===== src/rtl/pfr_pkg.sv =====
package pfr_pkg;

  localparam logic [7:0] HDR_CMD  = 8'h01;
  localparam logic [7:0] HDR_DATA = 8'h02;
  localparam logic [7:0] TRL_END  = 8'h03;
  localparam logic [7:0] TRL_MORE = 8'h17;

  typedef enum logic [1:0] {
    ST_OK      = 2'd0,
    ST_SUM     = 2'd1,
    ST_FRAME   = 2'd2,
    ST_TIMEOUT = 2'd3
  } frameStatus_t;

  // strobes from control to datapath, one decision per cycle
  typedef struct packed {
    logic inFrame;
    logic startFrame;
    logic isDataHdr;
    logic loadLen;
    logic takeCom;
    logic takeBody;
    logic takeSum;
    logic finish;
    logic abort;
  } ctrlStrobe_t;

endpackage


===== src/rtl/pfr_ctrl.sv =====
module pfr_ctrl
  import pfr_pkg::*;
(
  input  logic        clk,
  input  logic        rst_n,
  input  logic        rxValid,
  input  logic [7:0]  rxByte,
  input  logic        frameIsData,
  input  logic        cntIsOne,
  input  logic        timerExpired,
  output ctrlStrobe_t strobe
);

  typedef enum logic [2:0] {
    S_IDLE, S_LEN, S_COM, S_BODY, S_SUM, S_TRAIL
  } rxState_t;

  rxState_t state, nextState;

  always_ff @(posedge clk) begin
    if (!rst_n) state <= S_IDLE;
    else        state <= nextState;
  end

  always_comb begin
    strobe         = '0;
    nextState      = state;
    strobe.inFrame = (state != S_IDLE);
    if (state != S_IDLE && !rxValid && timerExpired) begin
      strobe.abort = 1'b1;
      nextState    = S_IDLE;
    end else if (rxValid) begin
      unique case (state)
        S_IDLE: begin
          if (rxByte == HDR_CMD || rxByte == HDR_DATA) begin
            strobe.startFrame = 1'b1;
            strobe.isDataHdr  = (rxByte == HDR_DATA);
            nextState         = S_LEN;
          end
        end
        S_LEN: begin
          strobe.loadLen = 1'b1;
          nextState      = frameIsData ? S_BODY : S_COM;
        end
        S_COM: begin
          strobe.takeCom = 1'b1;
          nextState      = cntIsOne ? S_SUM : S_BODY;
        end
        S_BODY: begin
          strobe.takeBody = 1'b1;
          nextState       = cntIsOne ? S_SUM : S_BODY;
        end
        S_SUM: begin
          strobe.takeSum = 1'b1;
          nextState      = S_TRAIL;
        end
        S_TRAIL: begin
          strobe.finish = 1'b1;
          nextState     = S_IDLE;
        end
        default: nextState = S_IDLE;
      endcase
    end
  end

endmodule


===== src/rtl/pfr_dpath.sv =====
module pfr_dpath
  import pfr_pkg::*;
#(
  parameter int TO_W = 16
) (
  input  logic            clk,
  input  logic            rst_n,
  input  logic            rxValid,
  input  logic [7:0]      rxByte,
  input  logic [TO_W-1:0] timeoutCycles,
  input  ctrlStrobe_t     strobe,
  output logic            cntIsOne,
  output logic            timerExpired,
  output logic            frameIsData,
  output logic            cmdValid,
  output logic [7:0]      cmdNum,
  output logic            payValid,
  output logic [7:0]      payByte,
  output logic            doneValid,
  output frameStatus_t    doneStatus,
  output logic            moreFollows
);

  localparam int CNT_W = 9;  // holds 1..256

  logic [7:0]      sumAcc;
  logic [CNT_W-1:0] cnt;
  logic [TO_W-1:0] timer;
  logic            sumOk;
  logic            trailerOk;

  assign cntIsOne     = (cnt == CNT_W'(1));
  // >= so a limit lowered mid-frame still fires at once
  assign timerExpired = (timeoutCycles != '0) &&
                        (timer >= timeoutCycles - TO_W'(1));
  assign trailerOk    = (rxByte == TRL_END) ||
                        (frameIsData && rxByte == TRL_MORE);

  always_ff @(posedge clk) begin
    if (!rst_n) begin
      sumAcc      <= '0;
      cnt         <= '0;
      timer       <= '0;
      sumOk       <= 1'b0;
      frameIsData <= 1'b0;
      cmdValid    <= 1'b0;
      cmdNum      <= '0;
      payValid    <= 1'b0;
      payByte     <= '0;
      doneValid   <= 1'b0;
      doneStatus  <= ST_OK;
      moreFollows <= 1'b0;
    end else begin
      cmdValid    <= 1'b0;
      payValid    <= 1'b0;
      doneValid   <= 1'b0;
      moreFollows <= 1'b0;

      if (!strobe.inFrame || rxValid) timer <= '0;
      else if (!timerExpired)         timer <= timer + TO_W'(1);

      if (strobe.startFrame) frameIsData <= strobe.isDataHdr;

      if (strobe.loadLen) begin
        sumAcc <= 8'h00 - rxByte;
        cnt    <= (rxByte == 8'h00) ? CNT_W'(256) : {1'b0, rxByte};
      end

      if (strobe.takeCom || strobe.takeBody) begin
        sumAcc <= sumAcc - rxByte;
        cnt    <= cnt - CNT_W'(1);
      end

      if (strobe.takeCom) begin
        cmdNum   <= rxByte;
        cmdValid <= 1'b1;
      end

      if (strobe.takeBody) begin
        payByte  <= rxByte;
        payValid <= 1'b1;
      end

      if (strobe.takeSum) sumOk <= (rxByte == sumAcc);

      if (strobe.finish) begin
        doneValid   <= 1'b1;
        moreFollows <= frameIsData && (rxByte == TRL_MORE);
        if (!trailerOk)  doneStatus <= ST_FRAME;
        else if (!sumOk) doneStatus <= ST_SUM;
        else             doneStatus <= ST_OK;
      end

      if (strobe.abort) begin
        doneValid  <= 1'b1;
        doneStatus <= ST_TIMEOUT;
      end
    end
  end

endmodule


===== src/rtl/prog_frame_rx.sv =====
module prog_frame_rx
  import pfr_pkg::*;
#(
  parameter int TO_W = 16
) (
  input  logic            clk,
  input  logic            rst_n,
  input  logic            rxValid,
  input  logic [7:0]      rxByte,
  input  logic [TO_W-1:0] timeoutCycles,
  output logic            frameIsData,
  output logic            cmdValid,
  output logic [7:0]      cmdNum,
  output logic            payValid,
  output logic [7:0]      payByte,
  output logic            doneValid,
  output logic [1:0]      doneStatus,
  output logic            moreFollows
);

  ctrlStrobe_t  strobe;
  logic         cntIsOne;
  logic         timerExpired;
  frameStatus_t statusQ;

  pfr_ctrl ctrl_i (
    .clk          (clk),
    .rst_n        (rst_n),
    .rxValid      (rxValid),
    .rxByte       (rxByte),
    .frameIsData  (frameIsData),
    .cntIsOne     (cntIsOne),
    .timerExpired (timerExpired),
    .strobe       (strobe)
  );

  pfr_dpath #(.TO_W(TO_W)) dpath_i (
    .clk           (clk),
    .rst_n         (rst_n),
    .rxValid       (rxValid),
    .rxByte        (rxByte),
    .timeoutCycles (timeoutCycles),
    .strobe        (strobe),
    .cntIsOne      (cntIsOne),
    .timerExpired  (timerExpired),
    .frameIsData   (frameIsData),
    .cmdValid      (cmdValid),
    .cmdNum        (cmdNum),
    .payValid      (payValid),
    .payByte       (payByte),
    .doneValid     (doneValid),
    .doneStatus    (statusQ),
    .moreFollows   (moreFollows)
  );

  assign doneStatus = statusQ;

endmodule


===== config.mk =====
export PLATFORM = sky130hd
export DESIGN_NAME = prog_frame_rx
export DESIGN_NICKNAME = d
export VERILOG_FILES = /design/src/rtl/pfr_pkg.sv /design/src/rtl/pfr_ctrl.sv /design/src/rtl/pfr_dpath.sv /design/src/rtl/prog_frame_rx.sv
export SDC_FILE = /design/constraint.sdc
export NUM_CORES = 1
export LEC_CHECK = 0
export ABC_CLOCK_PERIOD_IN_PS = 3900
export BUFFER_PORTS_ARGS = -buffer_cell sky130_fd_sc_hd__buf_2
export CORE_MARGIN = 1
export CORE_UTILIZATION = 48
export DETAILED_ROUTE_END_ITERATION = 8
export GPL_TIMING_DRIVEN = 0
export PLACE_DENSITY_LB_ADDON = 0.15
export SLEW_MARGIN = 20
export SYNTH_ARGS = -nofsm -noshare
export SYNTH_HDL_FRONTEND = slang
export SYNTH_HIERARCHICAL = 1
export SYNTH_SLANG_ARGS = --single-unit

===== constraint.sdc =====
create_clock -name clk -period 3.9 [get_ports clk]
set_input_delay 0 -clock clk [delete_from_list [all_inputs] [get_ports clk]]
set_output_delay 0 -clock clk [all_outputs]
set_load 0.02 [all_outputs]

==> results of run 1 <==
stage by stage:
step	instance area [sq um]	setup slack [ns]	std cells	hold WS, ns	TNS [ns]
3_5_place_dp	4340	-0.108	634	0.346	-0.296
4_1_cts	4600	0.234	651	0.0411	0
5_1_grt	4600	0.0509	651	0.0582	0
3_3_place_gp	4340	-0.00180	634	0.337	-0.00180
2_1_floorplan	3970	0.704	483	0.158	0
6_report	4600	0.348	651	0.0547	0
power by group:
| group | total, W | switching (W) | internal [W] | leakage [nW] |
|---|---|---|---|---|
| registers | 0.000620 | 0.00000364 | 0.000617 | 0.483 |
| clock network | 0.000700 | 0.000272 | 0.000429 | 0.120 |
| logic | 0.000136 | 0.0000815 | 0.0000548 | 1.27 |
| total | 0.00146 | 0.000357 | 0.00110 | 1.87 |
logic make-up after synthesis:
group                    Yosys count  synth area share
AND/OR/NAND/NOR                  194             0.271
AO/OA/AOI/OAI                    106             0.173
flip-flops                        60             0.303
buffers and inverters             48            0.0483
adder cells (fa/ha/maj)           31            0.0997
XOR/XNOR                          22            0.0486
multiplexers                      22            0.0562
synthesized netlist by cell type (all sizes together) (3+ instances only):
cell | n | share of area
nand2 | 31 | 0.029
a21oi | 32 | 0.040
clkbuf | 19 | 0.018
a21boi | 5 | 0.0095
o211ai | 5 | 0.0095
a211oi | 4 | 0.0076
nand3 | 17 | 0.021
o31ai | 6 | 0.011
or3 | 14 | 0.022
nand2b | 4 | 0.0063
nor2 | 35 | 0.033
ha | 30 | 0.095
or4 | 11 | 0.023
nor2b | 26 | 0.041
o21ai | 28 | 0.035
nand4 | 4 | 0.0063
o21a | 7 | 0.013
nor4 | 6 | 0.0095
dfxtp | 60 | 0.30
nand3b | 3 | 0.0057
inv | 25 | 0.024
buf | 4 | 0.0066
a21o | 4 | 0.0076
xor2 | 7 | 0.015
xnor2 | 15 | 0.033
and2 | 6 | 0.0095
nor3 | 14 | 0.021
mux2i | 20 | 0.050
and3 | 9 | 0.014
and4 | 4 | 0.0088
worst register-to-register path: cells and delay by family, from the launching register on:
kind            cells  cell delay, ns
fa+ha+maj           1            0.27
compound gates      4            1.17
flops               1            0.37
buf+inv             3            0.59
simple gates        3            0.62
what timing repair did:
item	CTS	global route
resized for setup	0	2
endpoints found under the hold margin	3	0
hold buffers	1	0
endpoints found under the setup margin	0	3
state kept, by name, indices dropped and copies added (netlist names), 2 cells and up:
register and count:
dpath_i/payByte 8, dpath_i/cmdNum 8, dpath_i/cnt 9, ctrl_i/state 3, dpath_i/doneStatus 2, dpath_i/timer 16, dpath_i/sumAcc 8
path summary, 6_finish.rpt:
path                                  startpoint                              to  slack, ns  cells past startpoint
setup / recovery                timeoutCycles[2]    ctrl_i/state[0]$_SDFFE_PP0P_       0.35                     16
hold / removal                           rxValid    ctrl_i/state[2]$_SDFFE_PP0P_       0.05                      4
setup reg to reg   dpath_i/timer[0]$_SDFFE_PP0N_    ctrl_i/state[0]$_SDFFE_PP0P_       0.80                     11
hold reg to reg   dpath_i/timer[15]$_SDFFE_PP0N_  dpath_i/timer[15]$_SDFFE_PP0N_       0.49                      2
final cells by class:
cell class,count,area [sq um],area share
plain buffers,23,98.8,0.0215
clock buffers,9,124,0.0269
clock inverters,7,124,0.0269
inverters,25,93.8,0.0204
multi-input cells,375,2570,0.560
flip-flops and latches,60,1200,0.261
well taps,102,128,0.0278
repair buffers,50,255,0.0555
routing by layer:
layer,wire length (um),track usage
met2,4440,0.380
met5,0,0
met1,4830,0.322
met4,114,0.0577
met3,425,0.0591
==> flow_summary.yaml, run 1 <==
cts:
  htreeDepth: 3
  root_buffer: "clkbuf_8"
  cts_buffer_depth: 2
  clkSinkCount: 60
  tritoncts: "yes"
  cts_inserted_buffers: 9
  cts_setup_buffers: 0
  clk_pin_slew_ns: 0.07
  clk_latency_ns: 0.35
cells_and_area:
  fill_cells: 766
  final_common_cell: "dfxtp_1"
  nNetsFinal: 602
  antenna_cells: 0
  final_util: 0.586
  final_cell_mix: "60 x dfxtp_1, 52 x buf_2, 35 x nor2_1"
  area_delta_synth_final_pct: 15.9
  drive_above_1_share: 0.146
worst_setup_path:
  worst_setup_path_end_kind: "register"
  cp_top_family: "simple AND/OR/NAND/NOR gates"
  critPathArrivalTime_ns: 3.77
  crit_fanout: 10
  start_kind: "input port"
  crit_buf_inv: 3
  slowest_stage: "or4_1"
  cpPeakStageDelay_ns: 0.45
  critPathMostFrequentCell: "nand2_1"
  critPathKind: "input port to register"
  crit_path_cell_trace: "buf_2 > nor4_1 > nor2b_1 > nand2_1 > or4_1 > xor2_1 > ha_1 > and4_1 > nand2_1 > a41oi_1 > o2bb2ai_2 > clkbuf_1 > clkbuf_2 > and3_1 > nand2b_1 > a211oi_1"
  cp.required_ns: 4.12
drt:
  vias: 3690
  finalWirelength_um: 9810
  drt_iter0_drc: 198
  wl_per_cell_um: 15.1
  via_per_inst: 5.67
  drc: 0
  ant_nets: 0
  dr.pass1.iters: 5
pwr:
  vdd_drop_max_uv: 170
  p_total_w: 0.00146
  p_leak_nw: 1.87
  p_per_area_nw_per_um2: 317
sta:
  worstMarginPinSlew_ns: 0.759
  layout_min_cycle_time_ns: 3.55
  skew_ns: 0.0137
  rsz0062_at_grt: "no"
  period_share: 0.911
  finalSetupViolations: 0
  slew_violations: 0
  maxSlewHeadroom: 0.492
  max_freq_mhz: 282
  hold_viol: 0
logic_synthesis:
  syn_area_sq_um: 3970
  ys.flop_type: "dfxtp_1"
  ys_seq_area_frac: 0.303
  synth_enable_flop_cells: 0
  synth_cell_types: 56
  syn-instance-count: 483
  ys_ff_latch: 60
  yosysWarnings: 6
  syn_area_per_cell_sq_um: 8.21
  ys_async_sr_fraction: 0
  synth.net_count: 541
floorplan:
  dieArea_sq_um: 8630
  dieWidth_um: 92.9
  boundaryPins: 50
  start_util: 0.505
  design.core.area_sq_um: 7850
  die_h_um: 92.9
  fp-row-count: 32
status:
  status: "completed"
placed_design:
  port_buffers: 49
  gp_congestion: 0.832
  dp_hpwl_um: 7310
grt:
  grt_pass1_vias: 3401
  antenna_found_initial: 0
  grt_overflow_total: 0
  grt_max_degree: 13
  grtUsageTotal: 0.239
  grt_pass1_wl_um: 16300
flow_run:
  maxCapViolations: 0
min_path:
  hp-class: "input port to register"
Note: power is estimated with default switching activity, not from simulation.
==> inputs of run 2 (changes only) <==
--- a/config.mk
+++ b/config.mk
@@ -5,6 +5,7 @@
 export SDC_FILE = /design/constraint.sdc
 export NUM_CORES = 1
 export LEC_CHECK = 0
+export ABC_AREA = 1
 export ABC_CLOCK_PERIOD_IN_PS = 3900
 export BUFFER_PORTS_ARGS = -buffer_cell sky130_fd_sc_hd__buf_2
 export CORE_MARGIN = 1
==> flow_summary.yaml, run 2 <==
pwr:
  p_total_w: 0.00154
  vdd_drop_max_uv: 273
  p_leak_nw: 2.09
  p_per_area_nw_per_um2: 325
floorplan:
  fp-row-count: 33
  die_h_um: 94.8
  boundaryPins: 50
  dieArea_sq_um: 8980
  design.core.area_sq_um: 8260
  start_util: 0.500
  dieWidth_um: 94.8
cells_and_area:
  final_common_cell: "nand2_1"
  nNetsFinal: 701
  fill_cells: 810
  largest-register: "dpath_i/timer"
  fin_cells: 753
  reg_top3: "dpath_i/timer (16), dpath_i/cnt (9)"
  area_delta_synth_final_pct: 14.7
  drive_above_1_share: 0.171
  largest_reg_flops: 16
  antenna_cells: 0
  final_cell_mix: "97 x nand2_1, 64 x nor2_1, 61 x inv_1"
sta:
  slew_violations: 0
  finalSetupViolations: 0
  timing.setup.tns_ns: 0
  rsz0062_at_grt: "no"
  max_freq_mhz: 335
  period_share: 0.764
  worst_slack_ns: 0.919
  hold_viol: 0
  skew_ns: 0.00732
  maxSlewHeadroom: 0.502
  layout_min_cycle_time_ns: 2.98
  worstMarginPinSlew_ns: 0.743
min_path:
  hp-class: "input port to register"
  min_from: "rxValid"
grt:
  antenna_found_initial: 0
  grtUsageTotal: 0.245
  grt_pass1_wl_um: 17000
  grt_overflow_total: 0
  grt_pass1_vias: 3618
  grt_max_degree: 12
drt:
  wl_per_cell_um: 13.8
  drt-met1-wl_um: 5080
  vias: 4034
  via_per_inst: 5.36
  dr_wl_met2_um: 4660
  finalWirelength_um: 10400
  drt_iter0_drc: 219
  dr.pass1.iters: 4
  met3_length_um: 513
  drc: 0
  ant_nets: 0
  top_layer_used: "met4"
worst_setup_path:
  cp.required_ns: 4.13
  cpPeakStageDelay_ns: 0.55
  critPathArrivalTime_ns: 3.21
  reg2reg_from: "dpath_i/timer[11]$_SDFFE_PP0N_"
  crit_fanout: 10
  critPathMostFrequentCell: "nand2_1"
  worst_setup_path_end_kind: "register"
  crit_start: "timeoutCycles[2]"
  critPathKind: "input port to register"
  slowest_stage: "dlygate4sd3_1"
  crit_path_cell_trace: "buf_2 > nor2_1 > nand2_1 > nor2_2 > nand2_1 > nor2_2 > nand3_1 > nor3_2 > xnor2_1 > ha_1 > nand4_1 > nor3_1 > nand2_1 > nand2_4 > nand2_4 > inv_2 > nand2_1 > o21ai_2 > a21oi_2 > dlygate4sd3_1"
  start_kind: "input port"
placed_design:
  place_inst: 734
  dp_hpwl_um: 7950
  place_ws_ns: 0.862
  gp_congestion: 0.917
  port_buffers: 49
logic_synthesis:
  ys_ff_latch: 60
  yosys-top-cells-area: "dfxtp_1 29%, ha_1 9.1%, nand2_1 8.8%, a21oi_1 5.9%, nor2_1 5.8%"
  synth_enable_flop_cells: 0
  synth.net_count: 638
  yosys.area.top_type: "dfxtp_1"
  yosysWarnings: 6
  syn_area_per_cell_sq_um: 7.12
  syn-instance-count: 580
  ys_async_sr_fraction: 0
  synth_cell_types: 46
  yosysMostFrequentCell: "nand2_1"
  yosysTopAreaCellShare: 0.291
  syn_area_sq_um: 4130
  ys.flop_type: "dfxtp_1"
  yosys-top-cells-count: "97 x nand2_1, 64 x nor2_1, 61 x inv_1"
  ys_seq_area_frac: 0.291
cts:
  clkSinkCount: 60
  tritoncts: "yes"
  htreeDepth: 3
  cts_setup_buffers: 0
  clk_pin_slew_ns: 0.07
  clk_latency_ns: 0.35
  cts_inserted_buffers: 9
  root_buffer: "clkbuf_8"
  cts_buffer_depth: 2
flow_run:
  maxCapViolations: 0
status:
  status: "completed"
## run 2: changes by cell type after synthesis, moves of 10 or more
cell and delta:
nor2b_1 -26, a21oi_1 +17, nand2_1 +66, inv_2 +10
or3_1 -14, nor2_1 +29, xor2_1 +18, nand3_1 +22
mux2i_1 -20, nand4_1 +10, inv_1 +36, clkbuf_1 -12
## run 2: cells by family (layout without fill, tap and decap cells)
logic type               after synthesis  count (layout)  share of synthesized area
AO/OA/AOI/OAI                        103             103                      0.137
XOR/XNOR                              38              38                     0.0824
adder cells (fa/ha/maj)               31              31                     0.0957
buffers and inverters                 84             152                     0.0800
flip-flops                            60              60                      0.291
AND/OR/NAND/NOR                      264             264                      0.314
## run 2: metrics by stage
step | utilization | cell area (sq um) | hold WS [ns]
5_1_grt | 0.574 | 4740 | 0.0549
2_1_floorplan | - | 4130 | 0.130
3_3_place_gp | 0.546 | 4510 | 0.314
6_report | 0.574 | 4740 | 0.0429
4_1_cts | 0.574 | 4740 | 0.0290
3_5_place_dp | 0.546 | 4510 | 0.319
## run 2: path summary, 6_finish.rpt
path | endpoint | slack, ns | cells after the start
worst min register to register | dpath_i/doneStatus[0]$_SDFFE_PN0P_ | 0.48 | 2
worst min-delay path | ctrl_i/state[0]$_SDFFE_PP0P_ | 0.04 | 3
worst max-delay path | ctrl_i/state[2]$_SDFFE_PP0P_ | 0.92 | 20
worst max register to register | ctrl_i/state[2]$_SDFFE_PP0P_ | 1.30 | 12
## run 2: final cells by class
type                       count  area (sq um)  share of cell area
clock inverter                 6          62.6              0.0132
tap                          105           131              0.0277
multi-input combinational    436          2600               0.549
buffer                        12          57.6              0.0122
sequential                    60          1200               0.254
timing repair buffer          52           275              0.0581
inverter                      72           273              0.0576
clock buffer                  10           138              0.0291
## run 2: what timing repair did
item,4_1_cts,5_1_grt
resized for setup,0,0
endpoints found under the hold margin,3,0
hold buffers,3,0
## run 2: where the power goes
| group | leakage (nW) | switching (W) | internal (W) |
|---|---|---|---|
| Combinational | 1.50 | 0.000200 | 0.000115 |
| Clock | 0.106 | 0.000255 | 0.000312 |
| Sequential | 0.485 | 0.0000188 | 0.000637 |
## run 2: per-layer routing
| metal | up-vias | track usage |
|---|---|---|
| li1 | 2069 | - |
| met1 | 1860 | 0.337 |
| met2 | 95 | 0.391 |
| met3 | 10 | 0.0443 |
| met4 | 0 | 0.0644 |
| met5 | - | 0 |
## run 2: critical path: cells and delay by family
| kind | cells | cell delay, ns |
|---|---|---|
| and+or+nand+nor | 13 | 1.74 |
| buffers and inverters | 3 | 0.85 |
| xor gates and xnor gates | 1 | 0.09 |
| AOI/OAI and AO/OA | 2 | 0.22 |
| adders and majority gates | 1 | 0.29 |
